File: config.mk
export PLATFORM = sky130hd
export DESIGN_NAME = dma_page_regfile
export DESIGN_NICKNAME = d
export VERILOG_FILES = /design/src/rtl/dma_page_pkg.sv /design/src/rtl/dma_page_decode.sv /design/src/rtl/dma_page_bank.sv /design/src/rtl/dma_page_addr.sv /design/src/rtl/dma_page_regfile.sv
export SDC_FILE = /design/constraint.sdc
export NUM_CORES = 1
export LEC_CHECK = 0
export BUFFER_PORTS_ARGS = -buffer_cell sky130_fd_sc_hd__buf_2
export CAP_MARGIN = 5
export CORE_AREA = 3 3 169 171
export CTS_CLUSTER_DIAMETER = 200
export DETAILED_ROUTE_END_ITERATION = 10
export DIE_AREA = 0 0 172 174
export PLACE_DENSITY_LB_ADDON = 0.1
export RECOVER_POWER = 100
export SLEW_MARGIN = 40
export SYNTH_ARGS = -nofsm -noshare
export SYNTH_HDL_FRONTEND = slang
export SYNTH_HIERARCHICAL = 1
export SYNTH_SLANG_ARGS = --single-unit
File: constraint.sdc
create_clock -name clk -period 5.5 [get_ports clk]
set_clock_uncertainty 0.15 [all_clocks]
set_input_delay 1.1 -clock clk [delete_from_list [all_inputs] [get_ports clk]]
set_output_delay 1.1 -clock clk [all_outputs]
set_load 0.005 [all_outputs]
File: src/rtl/dma_page_pkg.sv
package dma_page_pkg;
    localparam int NUM_CH   = 4;
    localparam int CH_W     = $clog2(NUM_CH);
    localparam int OFF_W    = 3;
    localparam int BYTE_W   = 8;
    localparam int SIZE_W   = 3;
    localparam int DIR_BIT  = 5;

    typedef struct packed {
        logic            hit;
        logic [CH_W-1:0] ch;
    } chan_sel_t;

    // Sparse offset-to-channel table
    function automatic chan_sel_t offset_to_chan(input logic [OFF_W-1:0] off);
        chan_sel_t s;
        s = '0;
        case (off)
            3'd1: begin s.hit = 1'b1; s.ch = CH_W'(2); end
            3'd2: begin s.hit = 1'b1; s.ch = CH_W'(3); end
            3'd3: begin s.hit = 1'b1; s.ch = CH_W'(1); end
            3'd7: begin s.hit = 1'b1; s.ch = CH_W'(0); end
            default: s = '0;
        endcase
        return s;
    endfunction
endpackage

File: src/rtl/dma_page_decode.sv
module dma_page_decode
    import dma_page_pkg::*;
(
    input  logic [OFF_W-1:0]  port_off,
    input  logic [SIZE_W-1:0] acc_bytes,
    output chan_sel_t         sel,
    output logic              size_ok
);
    always_comb begin
        sel     = offset_to_chan(port_off);
        size_ok = (acc_bytes == SIZE_W'(1));
    end
endmodule

File: src/rtl/dma_page_bank.sv
module dma_page_bank
    import dma_page_pkg::*;
#(
    parameter int PRESENT = 1
) (
    input  logic                     clk,
    input  logic                     rst_n,
    input  logic                     wr_en,
    input  logic [CH_W-1:0]          wr_ch,
    input  logic [BYTE_W-1:0]        wr_data,
    input  logic [CH_W-1:0]          rd_ch,
    output logic [NUM_CH*BYTE_W-1:0] regs_flat,
    output logic [BYTE_W-1:0]        rd_val
);
    typedef struct packed {
        logic [NUM_CH-1:0][BYTE_W-1:0] r;
    } bank_t;

    generate
        if (PRESENT != 0) begin : g_live
            bank_t st_d, st_q;

            always_comb begin
                st_d = st_q;
                if (wr_en) st_d.r[wr_ch] = wr_data;
            end

            always_ff @(posedge clk) begin
                if (!rst_n) st_q <= '0;
                else        st_q <= st_d;
            end

            assign regs_flat = st_q.r;
            assign rd_val    = st_q.r[rd_ch];


            bank_write_lands_chk: assert property (@(posedge clk) disable iff (!rst_n)
                wr_en |=> regs_flat[wr_ch_past_q*BYTE_W +: BYTE_W] == wr_data_past_q);

            logic [CH_W-1:0]   wr_ch_past_q;
            logic [BYTE_W-1:0] wr_data_past_q;
            always_ff @(posedge clk) begin
                wr_ch_past_q   <= wr_ch;
                wr_data_past_q <= wr_data;
            end
        end else begin : g_absent
            logic absent_unused;
            assign absent_unused = ^{clk, rst_n, wr_en, wr_ch, wr_data, rd_ch};
            assign regs_flat = '0;
            assign rd_val    = '0;
        end
    endgenerate
endmodule

File: src/rtl/dma_page_addr.sv
module dma_page_addr
    import dma_page_pkg::*;
#(
    parameter int ADDR_W = 16,
    parameter int HP_W   = 7,
    parameter int PG_W   = 8,
    localparam int PHYS_W = HP_W + PG_W + ADDR_W
) (
    input  logic              clk,
    input  logic              rst_n,
    input  logic [HP_W-1:0]   hpage,
    input  logic [PG_W-1:0]   page,
    input  logic [ADDR_W-1:0] cur,
    input  logic [ADDR_W-1:0] pos,
    input  logic              down,
    output logic [PHYS_W-1:0] phys,
    output logic [PHYS_W-1:0] xfer
);
    logic [PHYS_W-1:0] pos_ext;

    always_comb begin
        phys    = {hpage, page, cur};
        pos_ext = PHYS_W'(pos);
        if (down) xfer = phys - pos_ext - PHYS_W'(1);
        else      xfer = phys + pos_ext;
    end


    up_zero_pos_chk: assert property (@(posedge clk) disable iff (!rst_n)
        (!down && pos == '0) |-> xfer == {hpage, page, cur});


    down_neighbour_chk: assert property (@(posedge clk) disable iff (!rst_n)
        (down && pos == '0) |-> (xfer + PHYS_W'(1)) == phys);
endmodule

File: src/rtl/dma_page_regfile.sv
module dma_page_regfile
    import dma_page_pkg::*;
#(
    parameter int HIGH_EN = 1,
    parameter int ADDR_W  = 16,
    parameter int HP_W    = 7,
    localparam int PHYS_W = HP_W + BYTE_W + ADDR_W
) (
    input  logic                     clk,
    input  logic                     rst_n,
    input  logic                     wr_en,
    input  logic                     rd_en,
    input  logic                     bank_sel,
    input  logic [OFF_W-1:0]         port_off,
    input  logic [SIZE_W-1:0]        acc_bytes,
    input  logic [BYTE_W-1:0]        wr_data,
    output logic [BYTE_W-1:0]        rd_data,
    output logic                     rd_valid,
    input  logic [NUM_CH*ADDR_W-1:0] cur_addr,
    input  logic [NUM_CH*ADDR_W-1:0] chan_pos,
    input  logic [NUM_CH*BYTE_W-1:0] chan_mode,
    output logic [NUM_CH*PHYS_W-1:0] phys_addr,
    output logic [NUM_CH*PHYS_W-1:0] xfer_addr
);
    typedef struct packed {
        logic              valid;
        logic [BYTE_W-1:0] data;
    } rd_t;

    chan_sel_t                sel;
    logic                     size_ok;
    logic                     pg_wr, hp_wr;
    logic [NUM_CH*BYTE_W-1:0] pg_flat, hp_flat;
    logic [BYTE_W-1:0]        pg_rd, hp_rd;
    rd_t                      rd_d, rd_q;

    dma_page_decode u_dec (
        .port_off (port_off),
        .acc_bytes(acc_bytes),
        .sel      (sel),
        .size_ok  (size_ok)
    );

    assign pg_wr = wr_en && size_ok && sel.hit && !bank_sel;
    assign hp_wr = wr_en && size_ok && sel.hit &&  bank_sel;

    dma_page_bank #(.PRESENT(1)) u_pg (
        .clk(clk), .rst_n(rst_n), .wr_en(pg_wr), .wr_ch(sel.ch),
        .wr_data(wr_data), .rd_ch(sel.ch), .regs_flat(pg_flat), .rd_val(pg_rd)
    );

    dma_page_bank #(.PRESENT(HIGH_EN)) u_hp (
        .clk(clk), .rst_n(rst_n), .wr_en(hp_wr), .wr_ch(sel.ch),
        .wr_data(wr_data), .rd_ch(sel.ch), .regs_flat(hp_flat), .rd_val(hp_rd)
    );

    always_comb begin
        rd_d       = '0;
        rd_d.valid = rd_en;
        if (rd_en && size_ok && sel.hit)
            rd_d.data = bank_sel ? hp_rd : pg_rd;
    end

    always_ff @(posedge clk) begin
        if (!rst_n) rd_q <= '0;
        else        rd_q <= rd_d;
    end

    assign rd_data  = rd_q.data;
    assign rd_valid = rd_q.valid;

    logic [NUM_CH-1:0] hp_top_unused;
    logic              mode_unused;

    generate
        for (genvar c = 0; c < NUM_CH; c++) begin : g_ch
            assign hp_top_unused[c] = hp_flat[c*BYTE_W + BYTE_W - 1];
            dma_page_addr #(.ADDR_W(ADDR_W), .HP_W(HP_W), .PG_W(BYTE_W)) u_addr (
                .clk  (clk),
                .rst_n(rst_n),
                .hpage(hp_flat[c*BYTE_W +: HP_W]),
                .page (pg_flat[c*BYTE_W +: BYTE_W]),
                .cur  (cur_addr[c*ADDR_W +: ADDR_W]),
                .pos  (chan_pos[c*ADDR_W +: ADDR_W]),
                .down (chan_mode[c*BYTE_W + DIR_BIT]),
                .phys (phys_addr[c*PHYS_W +: PHYS_W]),
                .xfer (xfer_addr[c*PHYS_W +: PHYS_W])
            );
        end
    endgenerate

    assign mode_unused = ^{chan_mode, hp_top_unused};


    unmapped_write_inert_chk: assert property (@(posedge clk) disable iff (!rst_n)
        (wr_en && !offset_to_chan(port_off).hit) |=> ($stable(pg_flat) && $stable(hp_flat)));


    read_answer_timing_chk: assert property (@(posedge clk) disable iff (!rst_n)
        rd_en |=> rd_valid);


    odd_size_read_zero_chk: assert property (@(posedge clk) disable iff (!rst_n)
        (rd_en && acc_bytes != SIZE_W'(1)) |=> rd_data == '0);


    odd_size_write_inert_chk: assert property (@(posedge clk) disable iff (!rst_n)
        (wr_en && acc_bytes != SIZE_W'(1)) |=> ($stable(pg_flat) && $stable(hp_flat)));
endmodule

==> flow_summary.toml, run 1 <==
[global_route]
grt_max_degree = 62
grt_usage = 0.294
grt_pass1_wl_um = 72800
grt_pass1_vias = 13600
grt_remaining_overflow = 0
antenna_found_initial = 6

[hold_path]
hold_path_depth = 2
hold_path.class = "reg2reg"
hold-path-endpoint = "u_hp/regs_flat[7]"
worstHoldStart = "u_hp/regs_flat[7]"

[drt]
top_layer_used = "met5"
routedWlPerCell_um = 19.4
postRouteAntennaNets = 0
wl_met1_um = 20700
drt_iter0_drc = 1563
wl_met2_um = 21600
vias = 14900
drc = 0
dr_wl_met3_um = 3870
viasPerCell = 6.14
wl_um = 47300
first_pass_iters = 5

[clock_network]
clk_latency_ps = 330
cts_tree = "built"
ctsHoldBuffers = 0
clkTransAtPathRegs_ps = 60
htree_levels = 3
cts_resized = 0
cts_root_buf = "clkbuf_16"
clock-sinks = 73
cts_buffers = 9
post_cts_buffers = 0
cts_buffer_depth = 2

[yosys]
synth_area_sq_um = 13700
postSynthCellCount = 1871
synth-seq-cells = 73
ys_types = 95
synth.avg_cell_area_sq_um = 7.32
synth_warnings = 6
ys_seq_area_frac = 0.107
async_flop_share = 0
synth_edf_count = 0
synth_nets = 2186
synth_top_flop_cell = "dfxtp_1"

[worst_setup_path]
critical-path-top-delay-family = "compound AO/OA/AOI/OAI gates"
cp.required_ps = 4250
worst_setup_path_start_kind = "input pin"
crit_path_max_fanout = 5
crit_start = "cur_addr[17]"
crit_path_top_delay_cell = "fa_1"
max_stage_delay_ps = 450
cp.arrival_ps = 3910
regToRegSetupSlack_ps = 3750
r2r_cells = 4
crit_buf_inv = 3
endpoint_kind = "output port"
crit-reg2reg-launch = "u_pg/regs_flat[25]"
worstPathCellList = "clkbuf_1 -> inv_1 -> fa_1 -> nor2_1 -> o311ai_1 -> a311oi_2 -> a211oi_1 -> o41a_1 -> nor4_2 -> xor2_1 -> buf_2"
r2r_end = "rd_data[1]"
crit_type = "in2out"

[final_layout]
mostFrequentLayoutCells = "211 x clkbuf_1, 203 x buf_2, 176 x nand2_1, 147 x a21oi_1, 133 x inv_1"
final_common_cell = "clkbuf_1"
drive_gt1_frac = 0.142
fill_cells = 2843
fin_util = 0.550
area_delta_synth_final_pct = 8.51
fin_nets = 2401

[floorplanning]
ios = 436
core-area_sq_um = 27000
start_util = 0.507
core.rowCount = 60
die_x_um = 172
die_h_um = 174
die_area_sq_um = 29900

[sta]
post-route-min-period_ps = 5160
relSlewSlack = -0.740
timing.hold.ws_ps = 316
finalCritPeriodShare = 0.938
tightest_slew_ps = 2610
hold_violations = 0
tns_ps = 0
rsz0062_at_grt = "no"
finalMaxSlewViolations = 62
finalSetupViolations = 0
fmax_ghz = 0.194

[pwr]
power_mw = 2.29
powerDensity_nw_per_um2 = 154
peakVddDrop_mv = 0.132
p_leak_nw = 6.82

[placed_design]
hpwl_um = 37800
portBuffers = 407
place.gp.congestion = 0.930

[status]
violations = "max-capacitance violations, max-slew violations"
outcome = "finished with violations"

[run]
max_cap_viol_count = 1
## per-stage QoR
| step | setup WS [ps] | std cells | cell area [sq um] |
|---|---|---|---|
| floorplan | 889 | 1871 | 13700 |
| global placement | 513 | 2416 | 14900 |
| detailed placement | 511 | 2416 | 14900 |
| CTS | 486 | 2431 | 15200 |
| global route | 137 | 2435 | 14900 |
| finish | 343 | 2435 | 14900 |
## per-layer routing
layer / track usage / vias to the layer above
met5: 0 / -
met4: 0.0719 / 4
met3: 0.0332 / 82
met2: 0.483 / 775
met1: 0.412 / 7028
li1: - / 7060
## registers in the layout (all words and copies together) (netlist names)
signal          cells
rd_valid            1
rd_data             8
u_pg/regs_flat     32
u_hp/regs_flat     32
## synthesized netlist by cell type (18+ instances only)
cell type	n	share of area
buf_2	28	0.010
buf_4	127	0.070
a21oi_1	146	0.053
a211oi_1	20	0.011
nand3_1	46	0.017
nand2_1	176	0.048
and3_1	31	0.014
o21ai_0	84	0.031
o31ai_1	18	0.0099
nand4_1	20	0.0091
nor2_1	109	0.030
dfxtp_1	73	0.11
ha_1	128	0.12
nor2b_1	27	0.012
nor3_1	42	0.015
nor4_1	39	0.018
xor2_1	35	0.022
clkbuf_1	53	0.015
mux2i_1	84	0.061
a31oi_1	21	0.0096
inv_1	132	0.036
xnor2_1	82	0.052
## layout make-up
cell class                      instances  area [sq um]  share of cell area
Tap cell                              341           427              0.0287
Inverter                              135           507              0.0341
Antenna cell                            4          10.0            0.000673
Clock buffer                            9           225              0.0151
Sequential cell                        73          1460              0.0983
Clock inverter                          6          43.8             0.00295
Multi-Input combinational cell       1436         10300               0.691
Timing Repair Buffer                  431          1920               0.129
## cells by family after synthesis
family                     count (synthesis)  share of synthesized area
buffers and inverters                    362                      0.141
adders and majority gates                136                      0.129
muxes                                    100                     0.0877
DFF                                       73                      0.107
AOI/OAI and AO/OA                        473                      0.229
and+or+nand+nor                          610                      0.233
xor gates and xnor gates                 117                     0.0748
## worst max-delay path by stage
stage	end	slack [ps]	cells after the start
after global routing	xfer_addr[18]	140	12
after detailed placement	xfer_addr[49]	510	11
after global placement	xfer_addr[49]	510	11
after floorplan	xfer_addr[117]	890	10
after CTS	xfer_addr[59]	490	12
final	xfer_addr[59]	340	11
## worst register-to-register path, cell delays in order, from the launching register on
cell and delay, ps:
dfxtp_1 300, clkbuf_1 350, mux4_2 580, mux2i_1 160, nor2_1 70
## power by group
part | switching, mW | total [mW] | leakage (nW) | internal, mW
combinational | 0.732 | 1.22 | 6.11 | 0.488
sequential | 0.00394 | 0.534 | 0.588 | 0.530
clock | 0.232 | 0.535 | 0.120 | 0.303
total | 0.967 | 2.29 | 6.82 | 1.32
No activity file was read; power rests on OpenSTA's default activity.
==> run 2: changes to the inputs <==
--- a/config.mk
+++ b/config.mk
@@ -13,6 +13,7 @@
 export DIE_AREA = 0 0 172 174
 export PLACE_DENSITY_LB_ADDON = 0.1
 export RECOVER_POWER = 100
+export SETUP_SLACK_MARGIN = 0.4
 export SLEW_MARGIN = 40
 export SYNTH_ARGS = -nofsm -noshare
 export SYNTH_HDL_FRONTEND = slang
==> flow_summary.toml, run 2 (synthesized netlist as in run 1, its figures left out) <==
[status]
outcome = "finished with violations"
violations = "max-capacitance violations, max-slew violations"

[clock_network]
htree_levels = 3
cts_root_buf = "clkbuf_16"
cts_buffers = 9
cts_buffer_depth = 2
clock-sinks = 73
clkTransAtPathRegs_ps = 60
clk_latency_ps = 330
ctsHoldBuffers = 0
cts_tree = "built"

[pwr]
power_frac_seq = 0.230
powerDensity_nw_per_um2 = 154
pwr-share-comb = 0.540
p_int_mw = 1.34
p_sw_uw = 975
p_leak_nw = 7.05
peakVddDrop_mv = 0.133
power_mw = 2.32
p_sw_frac = 0.420
clockPowerShare = 0.230

[global_route]
grt_remaining_overflow = 0
grt_usage = 0.294
grt_use_met3 = 0.0332
grt_pass1_vias = 13600
met1_usage = 0.412
grt_max_degree = 62
grt_pass1_wl_um = 72800
antenna_found_initial = 6
gr-max-usage-layer = "met2"
met2_usage = 0.483

[worst_setup_path]
cp.required_ps = 4250
cp.arrival_ps = 4010
crit_path_max_fanout = 4
crit_type = "in2out"
crit_buf_inv = 3
worstPathCellList = "clkbuf_1 -> ha_1 -> inv_1 -> fa_1 -> nor2_1 -> o311ai_0 -> a311oi_2 -> a211oi_2 -> o41a_1 -> nor3_1 -> xor2_1 -> buf_2"
crit_path_top_delay_cell = "a311oi_2"
endpoint_kind = "output port"
r2r_end = "rd_data[1]"
max_stage_delay_ps = 490
regToRegSetupSlack_ps = 3710
worst_setup_path_start_kind = "input pin"
critical-path-top-delay-family = "compound AO/OA/AOI/OAI gates"
r2r_cells = 4
crit-reg2reg-launch = "u_pg/regs_flat[25]"

[drt]
routedWlPerCell_um = 19.5
drc = 0
vias = 15000
first_pass_iters = 6
drt_iter0_drc = 1574
wl_um = 47600
viasPerCell = 6.14
postRouteAntennaNets = 0

[sta]
finalCritPeriodShare = 0.956
hold_violations = 0
finalSetupViolations = 0
post-route-min-period_ps = 5260
fmax_ghz = 0.190
tns_ps = 0
rsz0062_at_grt = "yes"
finalMaxSlewViolations = 62
tightest_slew_ps = 2590
relSlewSlack = -0.729

[final_layout]
multi_input_area_sq_um = 10400
final_common_cell = "buf_2"
area_delta_synth_final_pct = 9.98
fill_cells = 2803
fin_nets = 2404
fin_util = 0.558
drive_gt1_frac = 0.179
mostFrequentLayoutCells = "262 x buf_2, 176 x nand2_1, 151 x clkbuf_1, 146 x a21oi_1, 132 x inv_1"
seq_area_sq_um = 1460

[hold_path]
hold-path-endpoint = "u_hp/regs_flat[7]"
worstHoldStart = "u_hp/regs_flat[7]"
hold_path_depth = 2
hold_path.class = "reg2reg"

[placed_design]
portBuffers = 407
place.gp.congestion = 0.930
hpwl_um = 37800

[floorplanning]
start_util = 0.507
die_x_um = 172
ios = 436
core-area_sq_um = 27000
die_h_um = 174
die_area_sq_um = 29900
core.rowCount = 60

[run]
max_cap_viol_count = 1
[run 2: changes by cell type in the layout (fill, tap and decap cells not counted), sizes merged]
cell,change
clkbuf,-63
buf,+66
[run 2: worst max-delay path by stage]
stage,startpoint,slack [ps],end,cells after the start
2_1_floorplan,chan_pos[58],890,xfer_addr[117],10
3_3_place_gp,cur_addr[16],510,xfer_addr[49],11
3_5_place_dp,cur_addr[16],510,xfer_addr[49],11
4_1_cts,cur_addr[16],490,xfer_addr[59],12
5_1_grt,cur_addr[0],110,xfer_addr[28],12
6_report,cur_addr[0],240,xfer_addr[24],12
[run 2: power groups by stage]
stage | logic [mW] | clock network [mW] | registers, mW
after floorplan | 0.832 | 0 | 0.544
after global placement | 1.23 | 0 | 0.546
after detailed placement | 1.24 | 0 | 0.546
after CTS | 1.25 | 0.539 | 0.534
after global routing | 1.38 | 0.576 | 0.534
final | 1.25 | 0.534 | 0.534
[run 2: metal layers]
metal / wire, um / vias up
met2: 21800 / 752
met1: 20700 / 7048
met5: 23 / -
met3: 3880 / 85
met4: 1140 / 4
li1: - / 7080
[run 2: worst min-delay path: cells and delay by family (launching register included)]
kind,cells,cell delay [ps]
DFF,1,310
muxes,1,50
and+or+nand+nor,1,50
[run 2: per-stage QoR]
stage	hold slack, ps	area, sq um	instances	setup slack, ps
after floorplan	285	13700	1871	889
after global placement	296	14900	2416	513
after detailed placement	306	14900	2416	511
after CTS	315	15200	2431	486
after global routing	350	15100	2438	112
final	314	15100	2438	243
[run 2: area by class of cell]
cell class                      instances  share of cell area
Timing Repair Buffer                  434               0.135
Multi-Input combinational cell       1436               0.688
Clock buffer                            9              0.0149
Inverter                              135              0.0336
Tap cell                              341              0.0283
Clock inverter                          6             0.00291
Sequential cell                        73              0.0970
Antenna cell                            4            0.000664
[run 2: what timing repair did]
item	CTS	global route
buffers inserted	0	3
endpoints found under the setup margin	0	21
gates resized for setup	0	12
